===== src/rtl/pip_fill_pkg.sv =====
package pip_fill_pkg;
  localparam int unsigned LINE_W_DEF = 10;
  localparam int unsigned DATA_W_DEF = 8;
  localparam int unsigned GREY_Y_DEF = 82;
  localparam int unsigned GREY_C_DEF = 128;

  typedef enum logic [1:0] {
    PIX_SRC_MEM  = 2'd0,
    PIX_SRC_BAR  = 2'd1,
    PIX_SRC_FILL = 2'd2
  } pix_src_e;
endpackage


===== src/rtl/pip_fill_ctrl_reg.sv =====
module pip_fill_ctrl_reg #(
  parameter int unsigned LINE_W = 10
) (
  input  logic              clk_i,
  input  logic              rst_ni,
  input  logic              sample_i,
  input  logic              bar_off_i,
  input  logic              fill_off_i,
  input  logic [LINE_W-1:0] src_lines_i,
  input  logic [LINE_W-1:0] win_lines_i,
  output logic              bar_off_o,
  output logic              fill_off_o,
  output logic [LINE_W-1:0] src_lines_o,
  output logic [LINE_W-1:0] win_lines_o
);
  always_ff @(posedge clk_i or negedge rst_ni) begin
    if (!rst_ni) begin
      bar_off_o   <= 1'b0;
      fill_off_o  <= 1'b0;
      src_lines_o <= '0;
      win_lines_o <= '0;
    end else if (sample_i) begin
      bar_off_o   <= bar_off_i;
      fill_off_o  <= fill_off_i;
      src_lines_o <= src_lines_i;
      win_lines_o <= win_lines_i;
    end
  end
endmodule


===== src/rtl/pip_update_track.sv =====
module pip_update_track (
  input  logic clk_i,
  input  logic rst_ni,
  input  logic mode_change_i,
  input  logic acq_start_i,
  input  logic acq_end_i,
  output logic updated_o
);
  logic seen_start_q;

  // reset behaves as a layout change: wait for one full acquisition field
  always_ff @(posedge clk_i or negedge rst_ni) begin
    if (!rst_ni) begin
      seen_start_q <= 1'b0;
      updated_o    <= 1'b0;
    end else if (mode_change_i) begin
      seen_start_q <= 1'b0;
      updated_o    <= 1'b0;
    end else begin
      if (acq_start_i) seen_start_q <= 1'b1;
      if (acq_end_i && seen_start_q) updated_o <= 1'b1;
    end
  end
endmodule


===== src/rtl/pip_bar_calc.sv =====
module pip_bar_calc #(
  parameter int unsigned LINE_W = 10
) (
  input  logic              bar_off_i,
  input  logic [LINE_W-1:0] src_lines_i,
  input  logic [LINE_W-1:0] win_lines_i,
  input  logic [LINE_W-1:0] line_i,
  output logic              in_bar_o,
  output logic [LINE_W-1:0] pic_line_o
);
  logic              bars_on;
  logic [LINE_W-1:0] missing;
  logic [LINE_W-1:0] top_h;
  logic [LINE_W:0]   pic_end;

  always_comb begin
    bars_on = !bar_off_i && (win_lines_i > src_lines_i);
    missing = bars_on ? (win_lines_i - src_lines_i) : '0;
    top_h   = missing >> 1;  // odd extra line lands in the bottom bar
    pic_end = {1'b0, top_h} + {1'b0, src_lines_i};
    if (!bars_on) begin
      in_bar_o   = 1'b0;
      pic_line_o = line_i;
    end else if (line_i < top_h) begin
      in_bar_o   = 1'b1;
      pic_line_o = '0;
    end else begin
      in_bar_o   = ({1'b0, line_i} >= pic_end);
      pic_line_o = line_i - top_h;
    end
  end
endmodule


===== src/rtl/pip_grey_fill.sv =====
module pip_grey_fill
  import pip_fill_pkg::*;
#(
  parameter int unsigned LINE_W = LINE_W_DEF,
  parameter int unsigned DATA_W = DATA_W_DEF,
  parameter int unsigned GREY_Y = GREY_Y_DEF,
  parameter int unsigned GREY_C = GREY_C_DEF
) (
  input  logic              clk_i,
  input  logic              rst_ni,
  input  logic              disp_field_start_i,
  input  logic              mode_change_i,
  input  logic              acq_field_start_i,
  input  logic              acq_field_end_i,
  input  logic              bar_off_i,
  input  logic              fill_off_i,
  input  logic [LINE_W-1:0] src_lines_i,
  input  logic [LINE_W-1:0] win_lines_i,
  input  logic              pix_valid_i,
  input  logic [LINE_W-1:0] line_i,
  input  logic [DATA_W-1:0] y_i,
  input  logic [DATA_W-1:0] c_i,
  output logic              pix_valid_o,
  output logic [DATA_W-1:0] y_o,
  output logic [DATA_W-1:0] c_o,
  output logic [LINE_W-1:0] pic_line_o
);
  localparam logic [DATA_W-1:0] GreyY = DATA_W'(GREY_Y);
  localparam logic [DATA_W-1:0] GreyC = DATA_W'(GREY_C);

  logic              bar_off_q, fill_off_q, upd_q, in_bar;
  logic [LINE_W-1:0] src_q, win_q, pic_line_d;
  pix_src_e          pix_src;

  pip_fill_ctrl_reg #(.LINE_W(LINE_W)) u_ctrl (
    .clk_i       (clk_i),
    .rst_ni      (rst_ni),
    .sample_i    (disp_field_start_i),
    .bar_off_i   (bar_off_i),
    .fill_off_i  (fill_off_i),
    .src_lines_i (src_lines_i),
    .win_lines_i (win_lines_i),
    .bar_off_o   (bar_off_q),
    .fill_off_o  (fill_off_q),
    .src_lines_o (src_q),
    .win_lines_o (win_q)
  );

  pip_update_track u_upd (
    .clk_i         (clk_i),
    .rst_ni        (rst_ni),
    .mode_change_i (mode_change_i),
    .acq_start_i   (acq_field_start_i),
    .acq_end_i     (acq_field_end_i),
    .updated_o     (upd_q)
  );

  pip_bar_calc #(.LINE_W(LINE_W)) u_bar (
    .bar_off_i   (bar_off_q),
    .src_lines_i (src_q),
    .win_lines_i (win_q),
    .line_i      (line_i),
    .in_bar_o    (in_bar),
    .pic_line_o  (pic_line_d)
  );

  always_comb begin
    if (!upd_q && !fill_off_q) pix_src = PIX_SRC_FILL;
    else if (in_bar)           pix_src = PIX_SRC_BAR;
    else                       pix_src = PIX_SRC_MEM;
  end

  always_ff @(posedge clk_i or negedge rst_ni) begin
    if (!rst_ni) begin
      pix_valid_o <= 1'b0;
      y_o         <= '0;
      c_o         <= '0;
      pic_line_o  <= '0;
    end else begin
      pix_valid_o <= pix_valid_i;
      pic_line_o  <= pic_line_d;
      if (pix_src == PIX_SRC_MEM) begin
        y_o <= y_i;
        c_o <= c_i;
      end else begin
        y_o <= GreyY;
        c_o <= GreyC;
      end
    end
  end
endmodule


===== config.mk =====
export PLATFORM = sky130hd
export DESIGN_NAME = pip_grey_fill
export DESIGN_NICKNAME = d
export VERILOG_FILES = /design/src/rtl/pip_fill_pkg.sv /design/src/rtl/pip_fill_ctrl_reg.sv /design/src/rtl/pip_update_track.sv /design/src/rtl/pip_bar_calc.sv /design/src/rtl/pip_grey_fill.sv
export SDC_FILE = /design/constraint.sdc
export NUM_CORES = 1
export LEC_CHECK = 0
export BUFFER_PORTS_ARGS = -buffer_cell sky130_fd_sc_hd__buf_2
export CORE_ASPECT_RATIO = 0.7
export CORE_MARGIN = 8
export CORE_UTILIZATION = 56
export CTS_BUF_LIST = sky130_fd_sc_hd__clkbuf_8
export DETAILED_ROUTE_END_ITERATION = 7
export PLACE_DENSITY = 0.83
export SETUP_SLACK_MARGIN = 0.3
export SLEW_MARGIN = 20
export SYNTH_ARGS = -nofsm -noshare
export SYNTH_HDL_FRONTEND = slang
export SYNTH_SLANG_ARGS = --single-unit

===== constraint.sdc =====
create_clock -name clk_i -period 5.95 [get_ports clk_i]
set_input_delay 1.19 -clock clk_i [delete_from_list [all_inputs] [get_ports clk_i]]
set_output_delay 1.19 -clock clk_i [all_outputs]
set_load 0.03 [all_outputs]

# Yosys cells after proc, flatten, opt, wreduce, memory -nomap -nowiden
# Index checks and enable logic that the tools add are counted.
[totals]
regBits = 51
latchBits = 0
ram_bits = 0
mem_bits_ro = 0
in_bits = 55
out_inout_bits = 27
elab_cells = 38
n_memories = 0
[classes]
addsub = 3
multipliers = 0
div_mod_pow = 0
order_cmp = 3
n_eq_ne = 0
shifts = 0
n_mux = 13
n_bitwise = 0
n_reduce_logical = 9
[op_table]
columns = ["operator", "count"]
rows = [
  ["10-bit 2-to-1 mux", 3],
  ["8-bit 2-to-1 mux", 2],
  ["9-bit by 10-bit adder with 11-bit output", 1],
  ["10-bit by 11-bit greater-or-equal comparator with 1-bit output", 1],
  ["10-bit > comparator", 1],
  ["10-bit by 9-bit less-than comparator with 1-bit output", 1],
  ["10-bit subtractor", 1],
  ["10-bit by 9-bit subtractor with 10-bit output", 1],
  ["1-bit 2-to-1 mux", 7],
  ["2-bit nonzero test", 2],
  ["1-bit logical AND", 3],
  ["1-bit zero test", 3],
  ["2-bit zero test", 1],
  ["2-bit 2-to-1 mux", 1],
]

# Depth between registers and ports, before layout
[logic_depth]
word_depth = 11
mapped_depth = 25

# Cells and area by module
# A second synthesis with hierarchy kept.
[unflattened]
hier_cells = 324
area_unflattened_um2 = 3345.7
[modules_own_cells]
columns = ["mod", "n_inst", "cells_per_inst", "area_each_um2", "seq_area_each_um2"]
rows = [
  ["pip_bar_calc", 1, 227, 1655.3, 0.0],
  ["pip_fill_ctrl_reg", 1, 46, 820.8, 550.5],
  ["pip_grey_fill", 1, 45, 803.3, 675.6],
  ["pip_update_track", 1, 6, 66.3, 50.0],
]

# Worst setup path after synthesis
# No wires, ideal clock.
[synth_path]
kind = "flip-flop to flip-flop"
startpoint = "register u_ctrl.win_lines_o[0]"
endpoint = "register c_o[7]"
arrival_time_ps = 4555
t_required_ps = 5826
path_slack_ps = 1271
path_stages_with_launch = 24
n_path_buf = 1
period_less_slack_ps = 4679
path_cell_list = "dfrtp_1 -> inv_1 -> ha_1 -> inv_1 -> fa_1 -> nand3_1 -> a21oi_2 -> o311ai_1 -> a211oi_1 -> buf_2 -> nand2_1 -> inv_1 -> ha_1 -> a21oi_1 -> nor2b_1 -> o31a_1 -> o41ai_1 -> nor3_1 -> a311oi_1 -> ha_1 -> a211o_1 -> a21oi_1 -> o32ai_4 -> a211o_1"
[synth_between]
elab_chain_cells = 11
word_cells_on_any_way = 13
classes_between = "add/sub (2); order compare (3); mux (6); reduce/logical (2)"
[synth_lines]
columns = ["element", "line_no", "source"]
rows = [
  ["start, declared", "pip_fill_ctrl_reg.sv:14", "output logic [LINE_W-1:0] win_lines_o"],
  ["start signal, assigned", "pip_fill_ctrl_reg.sv:26", "win_lines_o <= win_lines_i;"],
  ["10-bit > comparator", "pip_bar_calc.sv:17", "bars_on = !bar_off_i && (win_lines_i > src_lines_i);"],
  ["1-bit logical AND", "pip_bar_calc.sv:17", ""],
  ["10-bit 2-to-1 mux", "pip_bar_calc.sv:18", "missing = bars_on ? (win_lines_i - src_lines_i) : '0;"],
  ["9-bit by 10-bit adder with 11-bit output", "pip_bar_calc.sv:20", "pic_end = {1'b0, top_h} + {1'b0, src_lines_i};"],
  ["10-bit by 11-bit greater-or-equal comparator with 1-bit output", "pip_bar_calc.sv:28", "in_bar_o = ({1'b0, line_i} >= pic_end);"],
  ["1-bit 2-to-1 mux", "pip_bar_calc.sv:24", "end else if (line_i < top_h) begin"],
  ["1-bit 2-to-1 mux *", "pip_bar_calc.sv:21", "if (!bars_on) begin"],
  ["1-bit 2-to-1 mux *", "pip_grey_fill.sv:69", "else if (in_bar) pix_src = PIX_SRC_BAR;"],
  ["2-bit 2-to-1 mux *", "pip_grey_fill.sv:68", "if (!upd_q && !fill_off_q) pix_src = PIX_SRC_FILL;"],
  ["2-bit zero test *", "pip_grey_fill.sv:82", "if (pix_src == PIX_SRC_MEM) begin"],
  ["8-bit 2-to-1 mux *", "pip_grey_fill.sv:82", ""],
  ["end signal, assigned", "pip_grey_fill.sv:84", "c_o <= c_i;"],
  ["end signal, assigned", "pip_grey_fill.sv:87", "c_o <= GreyC;"],
  ["end, declared", "pip_grey_fill.sv:25", "output logic [DATA_W-1:0] c_o,"],
]
# Every way passes the cells marked *; elsewhere a longest branch is shown, timed or not.
# A chain may end at the register's enable or synchronous reset.

# Worst setup path in the final report
[layout_path]
startpoint = "register u_ctrl.src_lines_o[0]"
endpoint = "register y_o[4]"
[layout_between]
elab_chain_cells = 11
word_cells_on_any_way = 13
classes_between = "add/sub (2); order compare (3); mux (6); reduce/logical (2)"
[layout_lines]
columns = ["element", "line_no", "source"]
rows = [
  ["start, declared", "pip_fill_ctrl_reg.sv:13", "output logic [LINE_W-1:0] src_lines_o,"],
  ["start signal, assigned", "pip_fill_ctrl_reg.sv:25", "src_lines_o <= src_lines_i;"],
  ["10-bit > comparator", "pip_bar_calc.sv:17", ""],
  ["1-bit logical AND", "pip_bar_calc.sv:17", ""],
  ["10-bit 2-to-1 mux", "pip_bar_calc.sv:18", ""],
  ["9-bit by 10-bit adder with 11-bit output", "pip_bar_calc.sv:20", ""],
  ["10-bit by 11-bit greater-or-equal comparator with 1-bit output", "pip_bar_calc.sv:28", ""],
  ["1-bit 2-to-1 mux", "pip_bar_calc.sv:24", ""],
  ["1-bit 2-to-1 mux *", "pip_bar_calc.sv:21", ""],
  ["1-bit 2-to-1 mux *", "pip_grey_fill.sv:69", ""],
  ["2-bit 2-to-1 mux *", "pip_grey_fill.sv:68", ""],
  ["2-bit zero test *", "pip_grey_fill.sv:82", ""],
  ["8-bit 2-to-1 mux *", "pip_grey_fill.sv:82", ""],
  ["end signal, assigned", "pip_grey_fill.sv:83", "y_o <= y_i;"],
  ["end signal, assigned", "pip_grey_fill.sv:86", "y_o <= GreyY;"],
  ["end, declared", "pip_grey_fill.sv:24", "output logic [DATA_W-1:0] y_o,"],
]
# Marks and branches as above.

==> out/qor.txt <==
outcome -> finished clean
synth-to-layout area growth -> 16.6%
clk_lat worst skew -> 0.31 ns
minimum clock period -> 5.27 ns
WHS Endpoint -> u_upd.seen_start_q
syn_area_per_cell -> 9.42 µm²
global route total overflow -> 0
wl on met1 -> 3560 µm
via count -> 2853
Final Setup Violations -> 0
Routed Antenna Nets -> 0
DR DRC count -> 0
Slowest-stage cell, CP -> o41ai_1
combinational share of power -> 0.463
setup TNS -> 0 ns
layout net count -> 536
Rows -> 23
Hold Crit Start -> u_upd.seen_start_q
Post-Route WL -> 7760 µm
post-synthesis async set-or-reset flop share -> 1.00
crit path from -> u_ctrl.src_lines_o[0]
HPWL after DPL -> 6280 µm
Starting Density -> 0.587
Worst R2R Path Depth -> 21
number of buffers created by CTS -> 5
WL met2 -> 3390 µm
Max Fclk -> 190 MHz
post_cts resized -> 0
endpoint type of the worst setup path -> register
cts hold-fix bufs -> 0
Post-DP Area -> 3860 µm²
worst slew pin tran -> 0.674 ns
DR vias/cell -> 5.53
net switching fraction of the power -> 0.393
Worst path depth -> 21
routability congestion estimate -> 0.921
Die W -> 109 µm
Main synth FF type -> dfrtp_1
Slew Viols, Final -> 0
root buffer cell -> clkbuf_8
pin count of the biggest net entering global routing -> 52
number of global-route vias before repair -> 2778
CP cell instances -> ha_1, inv_1, fa_1, nand3_1, a21oi_2, o311ai_1, a211oi_2, nand2_1, inv_1, ha_1, a21oi_1, nor2b_1, o31a_1, o41ai_1, nor3_1, a311oi_1, ha_1, a211o_1, a21oi_1, o32ai_4, a211o_1
Synth Cell Area -> 3410 µm²
final hold viol count -> 0
internal power -> 0.735 mW
Peak VDD IR -> 0.129 mV
first-pass GRT wire length -> 12800 µm
crit share post-route -> 0.885
part of the power in registers -> 0.336
Static Leakage -> 1.97 nW
R2R Path Start -> u_ctrl.src_lines_o[0]
Max Fanout on Critical Path -> 16
depth of the worst hold-timing path -> 2
share of power burned in the clock network -> 0.202
post-route cell area -> 3980 µm²
Post-CTS Setup Bufs -> 0
CTS sink count -> 51
R2R Path End -> y_o[4]
PortBufs -> 81
DIE HEIGHT -> 81.3 µm
Synth Warn # -> 0
PwrDens -> 305 nW/µm²
1st-pass router iterations -> 5
synthesis-stage register bit count -> 51
Most Frequent Cell on Critical Path -> ha_1
share of post-route cells with drive strength above 1 -> 0.247
htree depth -> 2
library cells used by synthesis -> 45
Net Sw Power -> 0.476 mW
RSZ-0062 raised after global routing -> false
Initial DRC Count -> 94
CP Buf/Inv Count -> 2
Seq/Total Area, Yosys -> 0.374
initial antenna violation count -> 0
Max clock buf depth -> 2
n_diodes -> 0
delay of the slowest cell on the worst path -> 0.57 ns
Ports -> 82
DIE AREA -> 8880 µm²
core area -> 5810 µm²
CP delay by family, top -> compound AO/OA/AOI/OAI gates
met3 WL -> 767 µm
Max-cap violations -> 0
clk_skew -> 0.00906 ns
Filler cells -> 512
Syn Nets -> 458
critical path launch point type -> register
Rel. slew slack -> 0.545
TritonCTS clock tree -> yes
WP data arrival -> 5.47 ns
Setup CP Type -> reg2reg
Tot GR Track Use -> 0.179
WP data required -> 6.15 ns
Syn Inst Count -> 362
highest routed layer -> met4
Min-Delay Path Class -> reg2reg
reg2reg setup slack -> 0.68 ns
Post-synth EDFFs -> 0
WL/cell -> 15.0 µm
CTS clock-pin slew for the worst setup and hold paths -> 0.10 ns
-- Yosys cell counts, types with 4 or more instances --
cell,instances,area share
a21oi_1,26,0.038
o31ai_1,8,0.018
xnor2_1,9,0.023
nand4_1,4,0.0073
and2_1,4,0.0073
inv_1,19,0.021
nand3_1,4,0.0059
a211o_1,6,0.015
o21ai_0,20,0.029
clkbuf_1,4,0.0044
nor2b_1,5,0.0092
xor2_1,10,0.026
nor2_1,22,0.024
o21a_1,6,0.013
a21o_1,4,0.0088
dfrtp_1,51,0.37
nand2_1,55,0.061
buf_2,4,0.0059
mux2_2,12,0.040
nor3_1,9,0.013
ha_1,38,0.14
-- kinds of logic after synthesis --
family | count (synthesis) | synth area share
multiplexers | 14 | 0.0455
AO/OA/AOI/OAI | 91 | 0.182
adder cells (fa/ha/maj) | 41 | 0.157
flip-flops | 51 | 0.374
buffers and inverters | 30 | 0.0389
AND/OR/NAND/NOR | 116 | 0.154
XOR/XNOR | 19 | 0.0488
-- sequential cells by signal, summed over array words and instances, names as in the netlist --
register / flops
u_ctrl.bar_off_o: 1
u_ctrl.win_lines_o: 10
u_ctrl.src_lines_o: 10
u_ctrl.fill_off_o: 1
c_o: 8
u_upd.updated_o: 1
pic_line_o: 10
u_upd.seen_start_q: 1
pix_valid_o: 1
y_o: 8
-- metal layers --
layer	vias up	GRT usage
met5	-	0
met1	1308	0.232
met2	98	0.281
met4	0	0.0470
li1	1443	-
met3	4	0.0617
-- layout make-up --
type | instances | area, µm² | area share
Multi-Input combinational cell | 281 | 2010 | 0.505
Sequential cell | 51 | 1280 | 0.321
Timing Repair Buffer | 82 | 415 | 0.105
Tap cell | 75 | 93.8 | 0.0236
Inverter | 19 | 71.3 | 0.0179
Clock buffer | 5 | 68.8 | 0.0173
Clock inverter | 3 | 43.8 | 0.0110
-- worst register-to-register path, stage by stage (launching register included) --
cell	delay, ns
dfrtp_1	0.42
ha_1	0.18
inv_1	0.05
fa_1	0.40
nand3_1	0.14
a21oi_2	0.08
o311ai_1	0.40
a211oi_2	0.20
nand2_1	0.23
inv_1	0.07
ha_1	0.27
a21oi_1	0.15
nor2b_1	0.07
o31a_1	0.26
o41ai_1	0.57
nor3_1	0.11
a311oi_1	0.24
ha_1	0.30
a211o_1	0.26
a21oi_1	0.20
o32ai_4	0.21
a211o_1	0.34
-- worst max path at each step --
stage / end / slack [ns]
detailed placement: y_o[4] / 0.79
CTS: y_o[4] / 0.71
global route: y_o[4] / 0.39
floorplan: c_o[7] / 1.27
finish: y_o[4] / 0.68
global placement: y_o[6] / 0.98
-- cells in the final DEF (no fill, tap or decap), types with 3 or more instances in the layout --
cell type and instances:
nand3b_1 3, a21o_1 4, nand4_1 4, and2_1 4, a31oi_1 3, mux2_2 12
nand2b_1 3, nand3_1 4, a211o_1 6, ha_1 38, nor3_1 9, xor2_1 10
o31ai_1 8, o31a_1 3, inv_1 19, buf_2 80, o21ai_0 20, a21oi_1 26
nor2_1 22, nor2b_1 5, xnor2_1 9, dfrtp_1 51, o21a_1 6, fa_1 3
clkbuf_8 5, nand2_1 55
-- metrics by stage --
| stage | setup slack, ns | utilization | total power [mW] | instances | hold WS [ns] |
|---|---|---|---|---|---|
| CTS | 0.715 | 0.683 | 1.22 | 516 | 0.518 |
| floorplan | 1.27 | - | 0.842 | 362 | 0.460 |
| global route | 0.390 | 0.684 | 1.30 | 516 | 0.548 |
| global placement | 0.979 | 0.664 | 0.949 | 508 | 0.475 |
| detailed placement | 0.787 | 0.664 | 0.972 | 508 | 0.495 |
| finish | 0.685 | 0.684 | 1.21 | 516 | 0.511 |
-- power by group through the flow --
stage | Sequential [mW] | Clock, mW | Combinational, mW
after floorplan | 0.471 | 0 | 0.370
after CTS | 0.407 | 0.251 | 0.562
final | 0.407 | 0.244 | 0.560
after global routing | 0.412 | 0.267 | 0.622
after global placement | 0.413 | 0 | 0.536
after detailed placement | 0.414 | 0 | 0.558
(Power assumes the default switching activity.)
